--- src/rtl/sbd_pkg.sv ---
package sbd_pkg;
  localparam int SRC_COUNT = 4;
  localparam int SRC_ALU   = 0;
  localparam int SRC_ADR   = 1;
  localparam int SRC_MDR   = 2;
  localparam int SRC_PC    = 3;

  typedef enum logic [1:0] {
    ALU_ADD  = 2'd0,
    ALU_AND  = 2'd1,
    ALU_NOT  = 2'd2,
    ALU_PASS = 2'd3
  } aluOpE;

  typedef enum logic [1:0] {
    PC_INC  = 2'd0,
    PC_ADR  = 2'd1,
    PC_BUS  = 2'd2,
    PC_KEEP = 2'd3
  } pcSelE;

  typedef struct packed {
    logic [SRC_COUNT-1:0] drive;
    logic                 conflict;
    logic                 wrReg;
    logic                 wrCc;
    logic                 wrPc;
    logic                 wrMar;
    logic                 wrMdr;
    logic                 wrIr;
  } strobeT;
endpackage

--- src/rtl/sbd_regfile.sv ---
module sbd_regfile #(
  parameter int DATA_W    = 16,
  parameter int REG_COUNT = 8,
  localparam int AW       = $clog2(REG_COUNT)
) (
  input  logic              clk,
  input  logic              rstN,
  input  logic              wrEn,
  input  logic [AW-1:0]     wrAddr,
  input  logic [DATA_W-1:0] wrData,
  input  logic [AW-1:0]     rdAddrA,
  input  logic [AW-1:0]     rdAddrB,
  output logic [DATA_W-1:0] rdDataA,
  output logic [DATA_W-1:0] rdDataB
);
  logic [DATA_W-1:0] regQ [REG_COUNT];

  for (genvar g = 0; g < REG_COUNT; g++) begin : gEntry
    always_ff @(posedge clk or negedge rstN) begin
      if (!rstN)
        regQ[g] <= '0;
      else if (wrEn && (wrAddr == AW'(g)))
        regQ[g] <= wrData;
    end
  end

  assign rdDataA = regQ[rdAddrA];
  assign rdDataB = regQ[rdAddrB];
endmodule

--- src/rtl/sbd_alu.sv ---
module sbd_alu
  import sbd_pkg::*;
#(
  parameter int DATA_W = 16
) (
  input  aluOpE             op,
  input  logic [DATA_W-1:0] opA,
  input  logic [DATA_W-1:0] opB,
  output logic [DATA_W-1:0] result
);
  always_comb begin
    unique case (op)
      ALU_ADD:  result = opA + opB;
      ALU_AND:  result = opA & opB;
      ALU_NOT:  result = ~opA;
      ALU_PASS: result = opA;
      default:  result = opA;
    endcase
  end
endmodule

--- src/rtl/sbd_ctrl.sv ---
module sbd_ctrl
  import sbd_pkg::*;
(
  input  logic [SRC_COUNT-1:0] driveSel,
  input  logic                 ldReg,
  input  logic                 ldCc,
  input  logic                 ldPc,
  input  logic                 ldMar,
  input  logic                 ldMdr,
  input  logic                 ldIr,
  output strobeT               strobe
);
  localparam int CW = $clog2(SRC_COUNT + 1);

  logic [CW-1:0] activeCount;
  logic          multiDrive;

  always_comb begin
    activeCount = '0;
    for (int i = 0; i < SRC_COUNT; i++)
      activeCount = activeCount + CW'(driveSel[i]);
  end

  assign multiDrive = (activeCount > CW'(1));

  always_comb begin
    strobe.drive    = multiDrive ? '0 : driveSel;
    strobe.conflict = multiDrive;
    strobe.wrReg    = ldReg;
    strobe.wrCc     = ldCc;
    strobe.wrPc     = ldPc;
    strobe.wrMar    = ldMar;
    strobe.wrMdr    = ldMdr;
    strobe.wrIr     = ldIr;
  end
endmodule

--- src/rtl/sbd_datapath.sv ---
module sbd_datapath
  import sbd_pkg::*;
#(
  parameter int DATA_W    = 16,
  parameter int REG_COUNT = 8,
  parameter int IMM_W     = 5,
  parameter int OFF_W     = 9,
  parameter int VEC_W     = 8,
  localparam int AW       = $clog2(REG_COUNT)
) (
  input  logic              clk,
  input  logic              rstN,
  input  strobeT            strobe,
  input  pcSelE             pcSel,
  input  logic              marSel,
  input  logic              baseSel,
  input  logic              immSel,
  input  aluOpE             aluOp,
  input  logic [AW-1:0]     dstAddr,
  input  logic [AW-1:0]     srcAAddr,
  input  logic [AW-1:0]     srcBAddr,
  input  logic [DATA_W-1:0] memRdata,
  output logic [DATA_W-1:0] busValue,
  output logic              flagN,
  output logic              flagZ,
  output logic              flagP,
  output logic [DATA_W-1:0] pcOut,
  output logic [DATA_W-1:0] marOut,
  output logic [DATA_W-1:0] irOut,
  output logic [DATA_W-1:0] rdA,
  output logic [DATA_W-1:0] rdB
);
  logic [DATA_W-1:0] pcQ, marQ, mdrQ, irQ;
  logic              nQ, zQ, pQ;
  logic [DATA_W-1:0] immExt, offExt, vecExt;
  logic [DATA_W-1:0] aluB, aluOut, adrBase, adrOut;
  logic [DATA_W-1:0] pcNext, marNext;
  logic [DATA_W-1:0] srcVal   [SRC_COUNT];
  logic [DATA_W-1:0] srcGated [SRC_COUNT];

  sbd_regfile #(.DATA_W(DATA_W), .REG_COUNT(REG_COUNT)) uRegs (
    .clk(clk), .rstN(rstN),
    .wrEn(strobe.wrReg), .wrAddr(dstAddr), .wrData(busValue),
    .rdAddrA(srcAAddr), .rdAddrB(srcBAddr),
    .rdDataA(rdA), .rdDataB(rdB)
  );

  assign immExt = {{(DATA_W-IMM_W){irQ[IMM_W-1]}}, irQ[IMM_W-1:0]};
  assign offExt = {{(DATA_W-OFF_W){irQ[OFF_W-1]}}, irQ[OFF_W-1:0]};
  assign vecExt = {{(DATA_W-VEC_W){1'b0}}, irQ[VEC_W-1:0]};

  assign aluB = immSel ? immExt : rdB;

  sbd_alu #(.DATA_W(DATA_W)) uAlu (
    .op(aluOp), .opA(rdA), .opB(aluB), .result(aluOut)
  );

  assign adrBase = baseSel ? rdA : pcQ;
  assign adrOut  = adrBase + offExt;

  // Bus as gated AND-OR: ctrl guarantees at most one drive strobe
  always_comb begin
    srcVal[SRC_ALU] = aluOut;
    srcVal[SRC_ADR] = adrOut;
    srcVal[SRC_MDR] = mdrQ;
    srcVal[SRC_PC]  = pcQ;
  end

  for (genvar s = 0; s < SRC_COUNT; s++) begin : gDrive
    assign srcGated[s] = strobe.drive[s] ? srcVal[s] : '0;
  end

  always_comb begin
    busValue = '0;
    for (int s = 0; s < SRC_COUNT; s++)
      busValue = busValue | srcGated[s];
  end

  always_comb begin
    unique case (pcSel)
      PC_INC:  pcNext = pcQ + DATA_W'(1);
      PC_ADR:  pcNext = adrOut;
      PC_BUS:  pcNext = busValue;
      PC_KEEP: pcNext = pcQ;
      default: pcNext = pcQ;
    endcase
  end

  assign marNext = marSel ? adrOut : vecExt;

  always_ff @(posedge clk or negedge rstN) begin
    if (!rstN) begin
      pcQ  <= '0;
      marQ <= '0;
      mdrQ <= '0;
      irQ  <= '0;
      nQ   <= 1'b0;
      zQ   <= 1'b1;
      pQ   <= 1'b0;
    end else begin
      if (strobe.wrPc)  pcQ  <= pcNext;
      if (strobe.wrMar) marQ <= marNext;
      if (strobe.wrMdr) mdrQ <= memRdata;
      if (strobe.wrIr)  irQ  <= busValue;
      if (strobe.wrCc) begin
        nQ <= busValue[DATA_W-1];
        zQ <= (busValue == '0);
        pQ <= !busValue[DATA_W-1] && (busValue != '0);
      end
    end
  end

  assign pcOut  = pcQ;
  assign marOut = marQ;
  assign irOut  = irQ;
  assign flagN  = nQ;
  assign flagZ  = zQ;
  assign flagP  = pQ;
endmodule

--- src/rtl/shared_bus_datapath.sv ---
module shared_bus_datapath
  import sbd_pkg::*;
(
  input  logic        clk,
  input  logic        rstN,
  input  logic [3:0]  driveSel,
  input  logic        ldReg,
  input  logic        ldCc,
  input  logic        ldPc,
  input  logic        ldMar,
  input  logic        ldMdr,
  input  logic        ldIr,
  input  logic [1:0]  pcSel,
  input  logic        marSel,
  input  logic        baseSel,
  input  logic        immSel,
  input  logic [1:0]  aluOp,
  input  logic [2:0]  dstAddr,
  input  logic [2:0]  srcAAddr,
  input  logic [2:0]  srcBAddr,
  input  logic [15:0] memRdata,
  output logic [15:0] busValue,
  output logic        busConflict,
  output logic        flagN,
  output logic        flagZ,
  output logic        flagP,
  output logic [15:0] pcOut,
  output logic [15:0] marOut,
  output logic [15:0] irOut,
  output logic [15:0] rdA,
  output logic [15:0] rdB
);
  strobeT strobe;

  sbd_ctrl uCtrl (
    .driveSel(driveSel), .ldReg(ldReg), .ldCc(ldCc), .ldPc(ldPc),
    .ldMar(ldMar), .ldMdr(ldMdr), .ldIr(ldIr), .strobe(strobe)
  );

  sbd_datapath #(
    .DATA_W(16), .REG_COUNT(8), .IMM_W(5), .OFF_W(9), .VEC_W(8)
  ) uDp (
    .clk(clk), .rstN(rstN), .strobe(strobe),
    .pcSel(pcSelE'(pcSel)), .marSel(marSel), .baseSel(baseSel),
    .immSel(immSel), .aluOp(aluOpE'(aluOp)),
    .dstAddr(dstAddr), .srcAAddr(srcAAddr), .srcBAddr(srcBAddr),
    .memRdata(memRdata), .busValue(busValue),
    .flagN(flagN), .flagZ(flagZ), .flagP(flagP),
    .pcOut(pcOut), .marOut(marOut), .irOut(irOut),
    .rdA(rdA), .rdB(rdB)
  );

  assign busConflict = strobe.conflict;
endmodule

--- config.mk ---
export PLATFORM = sky130hd
export DESIGN_NAME = shared_bus_datapath
export DESIGN_NICKNAME = d
export VERILOG_FILES = /design/src/rtl/sbd_pkg.sv /design/src/rtl/sbd_regfile.sv /design/src/rtl/sbd_alu.sv /design/src/rtl/sbd_ctrl.sv /design/src/rtl/sbd_datapath.sv /design/src/rtl/shared_bus_datapath.sv
export SDC_FILE = /design/constraint.sdc
export NUM_CORES = 1
export LEC_CHECK = 0
export BUFFER_PORTS_ARGS = -buffer_cell sky130_fd_sc_hd__buf_2
export CAP_MARGIN = 15
export CORE_MARGIN = 2
export CORE_UTILIZATION = 64
export CTS_CLUSTER_SIZE = 28
export DETAILED_ROUTE_END_ITERATION = 8
export GPL_ROUTABILITY_DRIVEN = 0
export PLACE_DENSITY = 0.86
export REMOVE_ABC_BUFFERS = 1
export SETUP_SLACK_MARGIN = 0.2
export SKIP_CTS_REPAIR_TIMING = 1
export SLEW_MARGIN = 20
export SYNTH_ARGS = -nofsm -noshare
export SYNTH_HDL_FRONTEND = slang
export SYNTH_SLANG_ARGS = --single-unit
--- constraint.sdc ---
create_clock -name clk -period 11.2 [get_ports clk]
set_input_delay 2.24 -clock clk [delete_from_list [all_inputs] [get_ports clk]]
set_output_delay 2.24 -clock clk [all_outputs]
set_load 0.03 [all_outputs]
# [Yosys cells after proc, flatten, opt, wreduce, memory -nomap -nowiden]
# Index checks and enable logic that the tools add are counted.
[op_classes] bitwise=8 n_reduce_logical=16 eq_ne=13 magnitude_cmp=3 n_mux=16 n_addsub=6
[ops] operator="2-to-1 mux 16 bit" count=11
[ops] operator="binary-select mux 16 bit (select 3 bit)" count=2
[ops] operator="one-hot mux 16 bit (4 select lines)" count=1
[ops] operator="bitwise OR 16 bit" count=3
[ops] operator="one-hot mux 16 bit (3 select lines)" count=1
[ops] operator="adder 16 bit" count=2
[ops] operator="adder 16 x 1 -> 16 bit (second input constant)" count=1
[ops] operator="AND 16 bit" count=1
[ops] operator="logical NOT 16 bit" count=1
[ops] operator="inverter 16 bit" count=1
[ops] operator="nonzero test 16 bit" count=1
[ops] operator="equality test 3 bit (second input constant)" count=4
[ops] operator="logical AND 1 bit" count=9
[ops] operator="equality test 2 bit (second input constant)" count=4
[ops] operator="greater-or-equal comparator 4 bit (second input constant)" count=2
[ops] operator="inverter 3 -> 4 bit" count=2
[ops] operator="adder 3 x 1 -> 3 bit" count=2
[ops] operator="equality test 3 x 2 -> 1 bit (second input constant)" count=2
[ops] operator="equality test 2 x 1 -> 1 bit (second input constant)" count=2
[ops] operator="logical NOT 2 bit" count=2
[ops] operator="2-to-1 mux 4 bit" count=1
[ops] operator="equality test 3 x 1 -> 1 bit (second input constant)" count=1
[ops] operator="> comparator 3 x 1 -> 1 bit (second input constant)" count=1
[ops] operator="logical NOT 3 bit" count=1
[ops] operator="other kinds (4)" count=4
[totals] register_bits=195 inputBits=44 out_inout_bits=100 wordCells=77

# [Depth between registers and ports, before layout]
# Gate-level depths: netlist of the first run.
[logic_depth] word_depth=13 depth_mapped=21 mapped_depth_nobuf=16

# [Modules after synthesis]
# A second synthesis of the first run with hierarchy kept.
[unflattened] hier_cells=1112 area_unflattened_um2=13053.8
[by_module_without_submodules] module="sbd_regfile" cells_each=393 instances=1 area_per_inst_um2=7000.5 seq_area_each_um2=3203.1
[by_module_without_submodules] module="sbd_datapath" cells_each=527 instances=1 area_per_inst_um2=4725.8 seq_area_each_um2=1677.9
[by_module_without_submodules] module="sbd_alu" cells_each=175 instances=1 area_per_inst_um2=1199.9 seq_area_each_um2=0.0
[by_module_without_submodules] module="sbd_ctrl" cells_each=17 instances=1 area_per_inst_um2=127.6 seq_area_each_um2=0.0

# [Worst setup path after synthesis of the first run]
# Ideal clock, no wire load.
[synth_timing] kind="input to output" from="in srcBAddr[0]" to="out busValue[12]" n_path_buf=3 t_arrival_ns=6.404 t_required_ns=8.960 slack_ns=2.556 path_stages=17 cell_sequence="clkbuf_1 -> buf_1 -> mux4_2 -> mux2_2 -> mux2_2 -> ha_1 -> inv_1 -> fa_1 -> nor2b_1 -> o31a_1 -> or4_1 -> a21oi_1 -> xor2_1 -> a21oi_1 -> nor2_1 -> clkbuf_1 -> inv_1"
[synth_via] elab_chain_cells=11 elab_cells_between_ends=12 cone_classes="add/sub (1); mux (6); bitwise (5)"
[synth_lines] item="from (decl)" line="shared_bus_datapath.sv:20" source="input logic [2:0] srcBAddr,"
[synth_lines] item="inverter 3 -> 4 bit (not written as such)" line="sbd_regfile.sv:28" source="assign rdDataB = regQ[rdAddrB];"
[synth_lines] item="binary-select mux 16 bit (select 3 bit)" line="sbd_regfile.sv:28"
[synth_lines] item="2-to-1 mux 16 bit (not written as such) (2 in a row)" line="sbd_regfile.sv:28"
[synth_lines] item="named net rdB[0]" line="shared_bus_datapath.sv:31" source="output logic [15:0] rdB"
[synth_lines] item="2-to-1 mux 16 bit" line="sbd_datapath.sv:52" source="assign aluB = immSel ? immExt : rdB;"
[synth_lines] item="adder 16 bit" line="sbd_alu.sv:13" source="ALU_ADD: result = opA + opB;"
[synth_lines] item="one-hot mux 16 bit (4 select lines)" line="sbd_alu.sv:12" source="unique case (op)"
[synth_lines] item="2-to-1 mux 16 bit" line="sbd_datapath.sv:70" source="assign srcGated[s] = strobe.drive[s] ? srcVal[s] : '0;"
[synth_lines] item="bitwise OR 16 bit (3 in a row)" line="sbd_datapath.sv:76" source="busValue = busValue | srcGated[s];"
[synth_lines] item="to (decl)" line="shared_bus_datapath.sv:22" source="output logic [15:0] busValue,"
# The timed path passes the listed nets, and every way through them passes these cells. The select of a mux whose other input is x is not followed.

# [Worst setup path after layout of the first run]
[layout_timing] from="in srcAAddr[0]" to="out busValue[2]"
[layout_via] elab_chain_cells=10 elab_cells_between_ends=15 cone_classes="add/sub (2); mux (7); bitwise (6)"
[layout_lines] item="from (decl)" line="shared_bus_datapath.sv:19" source="input logic [2:0] srcAAddr,"
[layout_lines] item="inverter 3 -> 4 bit (not written as such) (*)" line="sbd_regfile.sv:27" source="assign rdDataA = regQ[rdAddrA];"
[layout_lines] item="binary-select mux 16 bit (select 3 bit) (*)" line="sbd_regfile.sv:27"
[layout_lines] item="2-to-1 mux 16 bit (not written as such) (*) (2 in a row)" line="sbd_regfile.sv:27"
[layout_lines] item="adder 16 bit (tied with other cells)" line="sbd_alu.sv:13"
[layout_lines] item="one-hot mux 16 bit (4 select lines) or adder 16 bit (tied branches)" line="sbd_alu.sv:12, sbd_datapath.sv:59"
[layout_lines] item="2-to-1 mux 16 bit" line="sbd_datapath.sv:70"
[layout_lines] item="bitwise OR 16 bit (*) (3 in a row)" line="sbd_datapath.sv:76"
# Mark *: on every way between the ends. The rest lies on a longest branch, timed or not. The select of a mux whose other input is x is not followed.

==> reports/qor.yml, run 1 <==
route:
  wl_um: 39670
  viasPerCell: 6.932
  wire_per_inst_um: 23.57
  drt_iter0_drc: 1817
  antenna_left: 0
  num_vias: 11666
  first_pass_iters: 8
  drc: 0
synth:
  yosysMostFrequentCell: "dfrtp_1"
  ys.flop_type: "dfrtp_1"
  synth_area_per_cell_sq_um: 9.484
  synth-edff-count: 0
  ys_ff_latch: 195
  yosys.area.top_type_share_pct: 38.69
  synth.cell_area_sq_mm: 0.01255
  synthTopCellsByArea: "dfrtp_1 39%, mux4_2 9.7%, a21oi_1 6.0%"
  yosys-top-cells-count: "194 x dfrtp_1, 151 x a21oi_1, 144 x nor2_1"
  synthCells: 1323
  ys_types: 82
  async_reset_ff_share_pct: 100.0
  yosys_warnings: 0
  yosysSeqAreaShare_pct: 38.90
  yosys.area.top_type: "dfrtp_1"
floorplanning:
  rows: 51
  die_h_um: 144.0
  chipWidth_um: 144.0
  initial_core_util_pct: 64.89
  die_area_sq_mm: 0.02074
  pin_count: 144
  core-area_sq_mm: 0.01933
critical_path:
  cp.arrival_ns: 7.33
  cp_cell_sequence: "buf_2, nor2b_1, a22oi_1, o21a_1, mux2_2, ha_1, fa_1, xor2_1, and3_1, a221o_1, a221o_1, a21oi_1, inv_2, buf_2"
  start_kind: "primary input"
  critPathSlowestCell: "nor2b_1"
  worstPathMaxFanout: 26
  slowest_delay_ns: 0.86
  crit_type: "in -> out"
  cp-end-kind: "primary output"
  required_ns: 8.96
pwr:
  power_density_mw_per_mm2: 273.9
  vdd_drop_max_mv: 0.1779
  power_leakage_uw: 0.006254
  power.total_uw: 3814
clock_tree:
  clkSlewWorstSetupHoldPaths_ns: 0.07
  cts_inserted_buffers: 17
  clock-sinks: 195
  cts_buffer_depth: 2
  cts_tree: "done"
  clock_tree.root_cell: "clkbuf_16"
  htree_levels: 4
  clkLatencyLatePin_ns: 0.45
timing:
  slew_headroom_pct: 27.21
  drv_slew: 0
  tightest_slew_ns: 1.092
  rsz0062_at_grt: "false"
  whs_ns: 0.5087
  finClkSkew_ns: 0.01253
  setup_viol: 0
  period_needed_ns: 9.571
  fmax_mhz: 104.5
  fin_crit_sh_pct: 85.45
  hold_violations: 0
  finalSetupTns_ns: 0
min_path:
  hp-class: "reg -> reg"
cells_and_area:
  diodes: 0
  area_growth_pct: 11.00
  final_area_sq_mm: 0.01393
  nNetsFinal: 1488
  drive_above_1_share_pct: 23.06
  final_util_pct: 72.03
grt:
  grt_pass1_wl_um: 60780
  overflow: 0
  grtUsageTotal_pct: 38.96
  antenna_found_initial: 1
  grt_pass1_vias: 10870
  grt_max_degree: 120
run_status:
  status: "complete, no violations"
place:
  hpwl_um: 27650
  portBuffers: 143
  placed_area_sq_mm: 0.01333
job:
  cap_violations: 0
==> worst max-delay path: cells and delay by family <==
| family | cells | cell delay [ns] |
|---|---|---|
| adders and majority gates | 2 | 0.64 |
| and+or+nand+nor | 2 | 1.05 |
| xor gates and xnor gates | 1 | 0.20 |
| muxes | 1 | 0.29 |
| buffers and inverters | 3 | 1.05 |
| AOI/OAI and AO/OA | 5 | 1.83 |
==> cell usage in the layout (no fill, tap or decap), drive strengths merged, types with 10 or more instances in the layout <==
cell type    n
o21a        10
a22oi       13
inv         63
mux2        45
nand4       12
xnor2       14
nand3       20
buf        162
clkbuf      20
a211oi      10
and3        14
dfrtp      194
nor3        17
nand2      114
a21oi      151
a221oi      10
nor2       146
mux2i       52
o21ai      113
ha          37
mux4        54
==> stage by stage <==
step / instances / worst slack (ns)
global placement: 1651 / 2.048
finish: 1683 / 1.629
global route: 1683 / 1.329
floorplan: 1223 / 3.127
detailed placement: 1651 / 1.849
CTS: 1683 / 1.774
==> path summary, 6_finish.rpt <==
kind                                                startpoint                        endpoint  slack [ns]  cells after the start
worst min-delay path            uDp.uRegs.regQ[16]$_DFFE_PN0P_  uDp.uRegs.regQ[16]$_DFFE_PN0P_        0.51                      2
worst max-delay path                               srcAAddr[0]                     busValue[2]        1.63                     14
worst max register to register   uDp.uRegs.regQ[0]$_DFFE_PN0P_           uDp.flagZ$_DFFE_PN1P_        6.19                     14
min in group asynchronous                                 rstN  uDp.uRegs.regQ[67]$_DFFE_PN0P_        1.88                      1
max in group asynchronous                                 rstN       uDp.pcOut[11]$_DFFE_PN0P_        7.78                      2
worst min register to register  uDp.uRegs.regQ[16]$_DFFE_PN0P_  uDp.uRegs.regQ[16]$_DFFE_PN0P_        0.51                      2
==> flip-flops by register name, summed over array words and instances (netlist names) <==
register and flops:
uDp.flagN 1, uDp.flagP 1, uDp.flagZ 1, uDp.irOut 16, uDp.marOut 16, uDp.mdrQ 16, uDp.pcOut 16, uDp.uRegs.regQ 128
==> cells by family after synthesis <==
family,after synthesis,share of synthesized area (%)
xor+xnor,21,1.466
simple gates,376,13.61
flops,195,38.90
fa+ha+maj,39,4.009
compound gates,384,18.68
buf+inv,157,5.225
mux,151,18.11
==> where the power goes <==
| group | internal [uW] | switching [uW] | total (uW) |
|---|---|---|---|
| registers | 939 | 234 | 1170 |
| clock network | 327 | 302 | 629 |
| logic | 729 | 1280 | 2010 |
| total | 1990 | 1820 | 3810 |
==> layer usage <==
| layer | wire, um | vias to the layer above | global-route usage (%) |
|---|---|---|---|
| met5 | 0 | - | 0 |
| met4 | 2301 | 0 | 19.66 |
| met3 | 5043 | 194 | 9.801 |
| met2 | 17510 | 933 | 57.32 |
| met1 | 14820 | 5559 | 54.16 |
| li1 | - | 4980 | - |
==> layout make-up <==
| cell class | count | area [sq um] |
|---|---|---|
| inverters | 57 | 214.0 |
| well taps | 265 | 331.6 |
| flip-flops and latches | 195 | 4881 |
| multi-input cells | 971 | 7030 |
| clock buffers | 19 | 452.9 |
| fillers | 1377 | 5408 |
| clock inverters | 13 | 142.6 |
| repair buffers | 163 | 874.6 |
Power figures use the tool's default switching activity.
==> inputs of run 2 (changes only) <==
- CORE_UTILIZATION: 64 -> 45
- PLACE_DENSITY: 0.86 -> default
==> reports/qor.yml, run 2 (synthesized netlist as in run 1, its figures left out) <==
run_status:
  status: "complete, no violations"  # unchanged
critical_path:
  required_ns: 8.96  # about the same
  worstPathMaxFanout: 14  # was 26
  start_kind: "primary input"  # unchanged
  reg2reg_slack_ns: 5.87  # was 6.19 ns
  r2r-start: "uDp.uRegs.regQ[0]$_DFFE_PN0P_"  # unchanged
  rr_endpoint: "uDp.flagZ$_DFFE_PN1P_"  # unchanged
  r2r_cells: 14  # unchanged
  crit_type: "in -> out"  # unchanged
  cp-end-kind: "primary output"  # unchanged
  crit_path_end: "busValue[15]"  # was busValue[2]
  startpoint: "srcAAddr[0]"  # unchanged
  cp.arrival_ns: 7.09  # was 7.33 ns
cells_and_area:
  diodes: 0  # unchanged
  final_cell_mix: "194 x dfrtp_1, 151 x a21oi_1, 144 x nor2_1, 144 x buf_2, 114 x nand2_1"  # was 194 x dfrtp_1, 151 x a21oi_1, 144 x nor2_1
  area_growth_pct: 12.50  # was 11.00%
  nFillCells: 2590  # was 1,377
  final_util_pct: 51.09  # was 72.03%
  drive_above_1_share_pct: 23.33  # was 23.06%
  layout_commonest_cell: "dfrtp_1"  # unchanged
  nNetsFinal: 1493  # was 1,488
  largest_reg_flops: 128  # unchanged
  largest-register: "uDp.uRegs.regQ"  # unchanged
timing:
  fmax_mhz: 107.2  # was 104.5 MHz
  setup_viol: 0  # unchanged
  period_needed_ns: 9.331  # was 9.571 ns
  hold_violations: 0  # unchanged
  drv_slew: 0  # unchanged
  whs_ns: 0.5072  # was 0.5087 ns
  fin_crit_sh_pct: 83.31  # was 85.45%
  slew_headroom_pct: 26.62  # was 27.21%
  fin_ws_ns: 1.869  # was 1.629 ns
  rsz0062_at_grt: "false"  # unchanged
  tightest_slew_ns: 1.098  # was 1.092 ns
  finClkSkew_ns: 0.02459  # was 0.01253 ns
  finalSetupTns_ns: 0  # unchanged
route:
  viasPerCell: 6.067  # was 6.932
  first_pass_iters: 8  # unchanged
  drt_iter0_drc: 1156  # was 1,817
  top_layer: "met4"  # unchanged
  num_vias: 10927  # was 11,666
  wire_per_inst_um: 22.32  # was 23.57 um
  m1WireLength_um: 17940  # was 14,820 um
  wl_um: 40210  # was 39,670 um
  drc: 0  # unchanged
  wl_met3_um: 3252  # was 5043 um
  met2WireLength_um: 18100  # was 17,510 um
  antenna_left: 0  # unchanged
floorplanning:
  pin_count: 144  # unchanged
  die_h_um: 171.0  # was 144.0 um
  rows: 61  # was 51
  die_area_sq_mm: 0.02923  # was 0.02074 sq mm
  initial_core_util_pct: 45.41  # was 64.89%
  core-area_sq_mm: 0.02763  # was 0.01933 sq mm
  chipWidth_um: 171.0  # was 144.0 um
clock_tree:
  clock_tree.root_cell: "clkbuf_16"  # unchanged
  clock-sinks: 195  # unchanged
  htree_levels: 4  # unchanged
  clkLatencyLatePin_ns: 0.46  # was 0.45 ns
  cts_inserted_buffers: 17  # unchanged
  cts_buffer_depth: 2  # unchanged
  cts_tree: "done"  # unchanged
  clkSlewWorstSetupHoldPaths_ns: 0.09  # was 0.07 ns
grt:
  grt_pass1_vias: 10421  # was 10,870
  grt_pass1_wl_um: 62460  # was 60,780 um
  grt_max_degree: 82  # was 120
  grtUsageTotal_pct: 28.15  # was 38.96%
  antenna_found_initial: 0  # was 1
  overflow: 0  # unchanged
place:
  hpwl_um: 28230  # was 27,650 um
  place_ws_ns: 1.997  # was 1.849 ns
  portBuffers: 143  # unchanged
job:
  cap_violations: 0  # unchanged
pwr:
  power_leakage_uw: 0.006279  # was 0.006254 uW
  power_density_mw_per_mm2: 269.1  # was 273.9 mW/mm^2
  vdd_drop_max_mv: 0.1365  # was 0.1779 mV
min_path:
  min_from: "uDp.uRegs.regQ[76]$_DFFE_PN0P_"  # was uDp.uRegs.regQ[16]$_DFFE_PN0P_
  hp-class: "reg -> reg"  # unchanged
[run 2: worst min-delay path by stage]
stage	end	cells past startpoint
finish	uDp.uRegs.regQ[76]$_DFFE_PN0P_	2
global route	uDp.uRegs.regQ[5]$_DFFE_PN0P_	2
CTS	uDp.uRegs.regQ[76]$_DFFE_PN0P_	2
detailed placement	uDp.uRegs.regQ[76]$_DFFE_PN0P_	2
global placement	uDp.uRegs.regQ[4]$_DFFE_PN0P_	2
floorplan	uDp.uRegs.regQ[16]$_DFFE_PN0P_	2
[run 2: layout make-up]
| class | instances | area [sq um] | share of cell area [%] |
|---|---|---|---|
| Tap cell | 378 | 473.0 | 3.351 |
| Timing Repair Buffer | 168 | 910.9 | 6.453 |
| Clock inverter | 15 | 180.2 | 1.276 |
| Multi-Input combinational cell | 971 | 7030 | 49.81 |
| Sequential cell | 195 | 4881 | 34.58 |
| Inverter | 57 | 214.0 | 1.516 |
| Clock buffer | 17 | 425.4 | 3.014 |
[run 2: worst max-delay path: stages]
cell and delay [ns]:
buf_2 0.40, nor2b_1 0.93, a22oi_1 0.16, o21a_1 0.26, mux2_2 0.30, ha_1 0.21
a211oi_1 0.42, o21ai_1 0.23, a311oi_2 0.41, o21ai_0 0.18, xnor2_1 0.20, a222oi_1 0.30
a21boi_2 0.60, inv_2 0.04, buf_2 0.19
[run 2: metrics by stage]
| stage | cell area, sq um | std cells | power [uW] |
|---|---|---|---|
| after floorplan | 12110 | 1223 | 2486 |
| after global placement | 13500 | 1767 | 3096 |
| after detailed placement | 13510 | 1769 | 3119 |
| after CTS | 14110 | 1801 | 3789 |
| after global routing | 14110 | 1801 | 4035 |
| final | 14110 | 1801 | 3798 |
[run 2: report_power, final]
| group | internal, uW | switching [uW] |
|---|---|---|
| combinational | 734 | 1250 |
| sequential | 938 | 227 |
| clock | 324 | 329 |
| total | 2000 | 1800 |
[run 2: per-layer routing]
layer  up-vias  GRT usage [%]
li1       5013              -
met1      5386          40.77
met2       471          43.04
met3        57          5.667
met4         0          7.664
met5         -              0
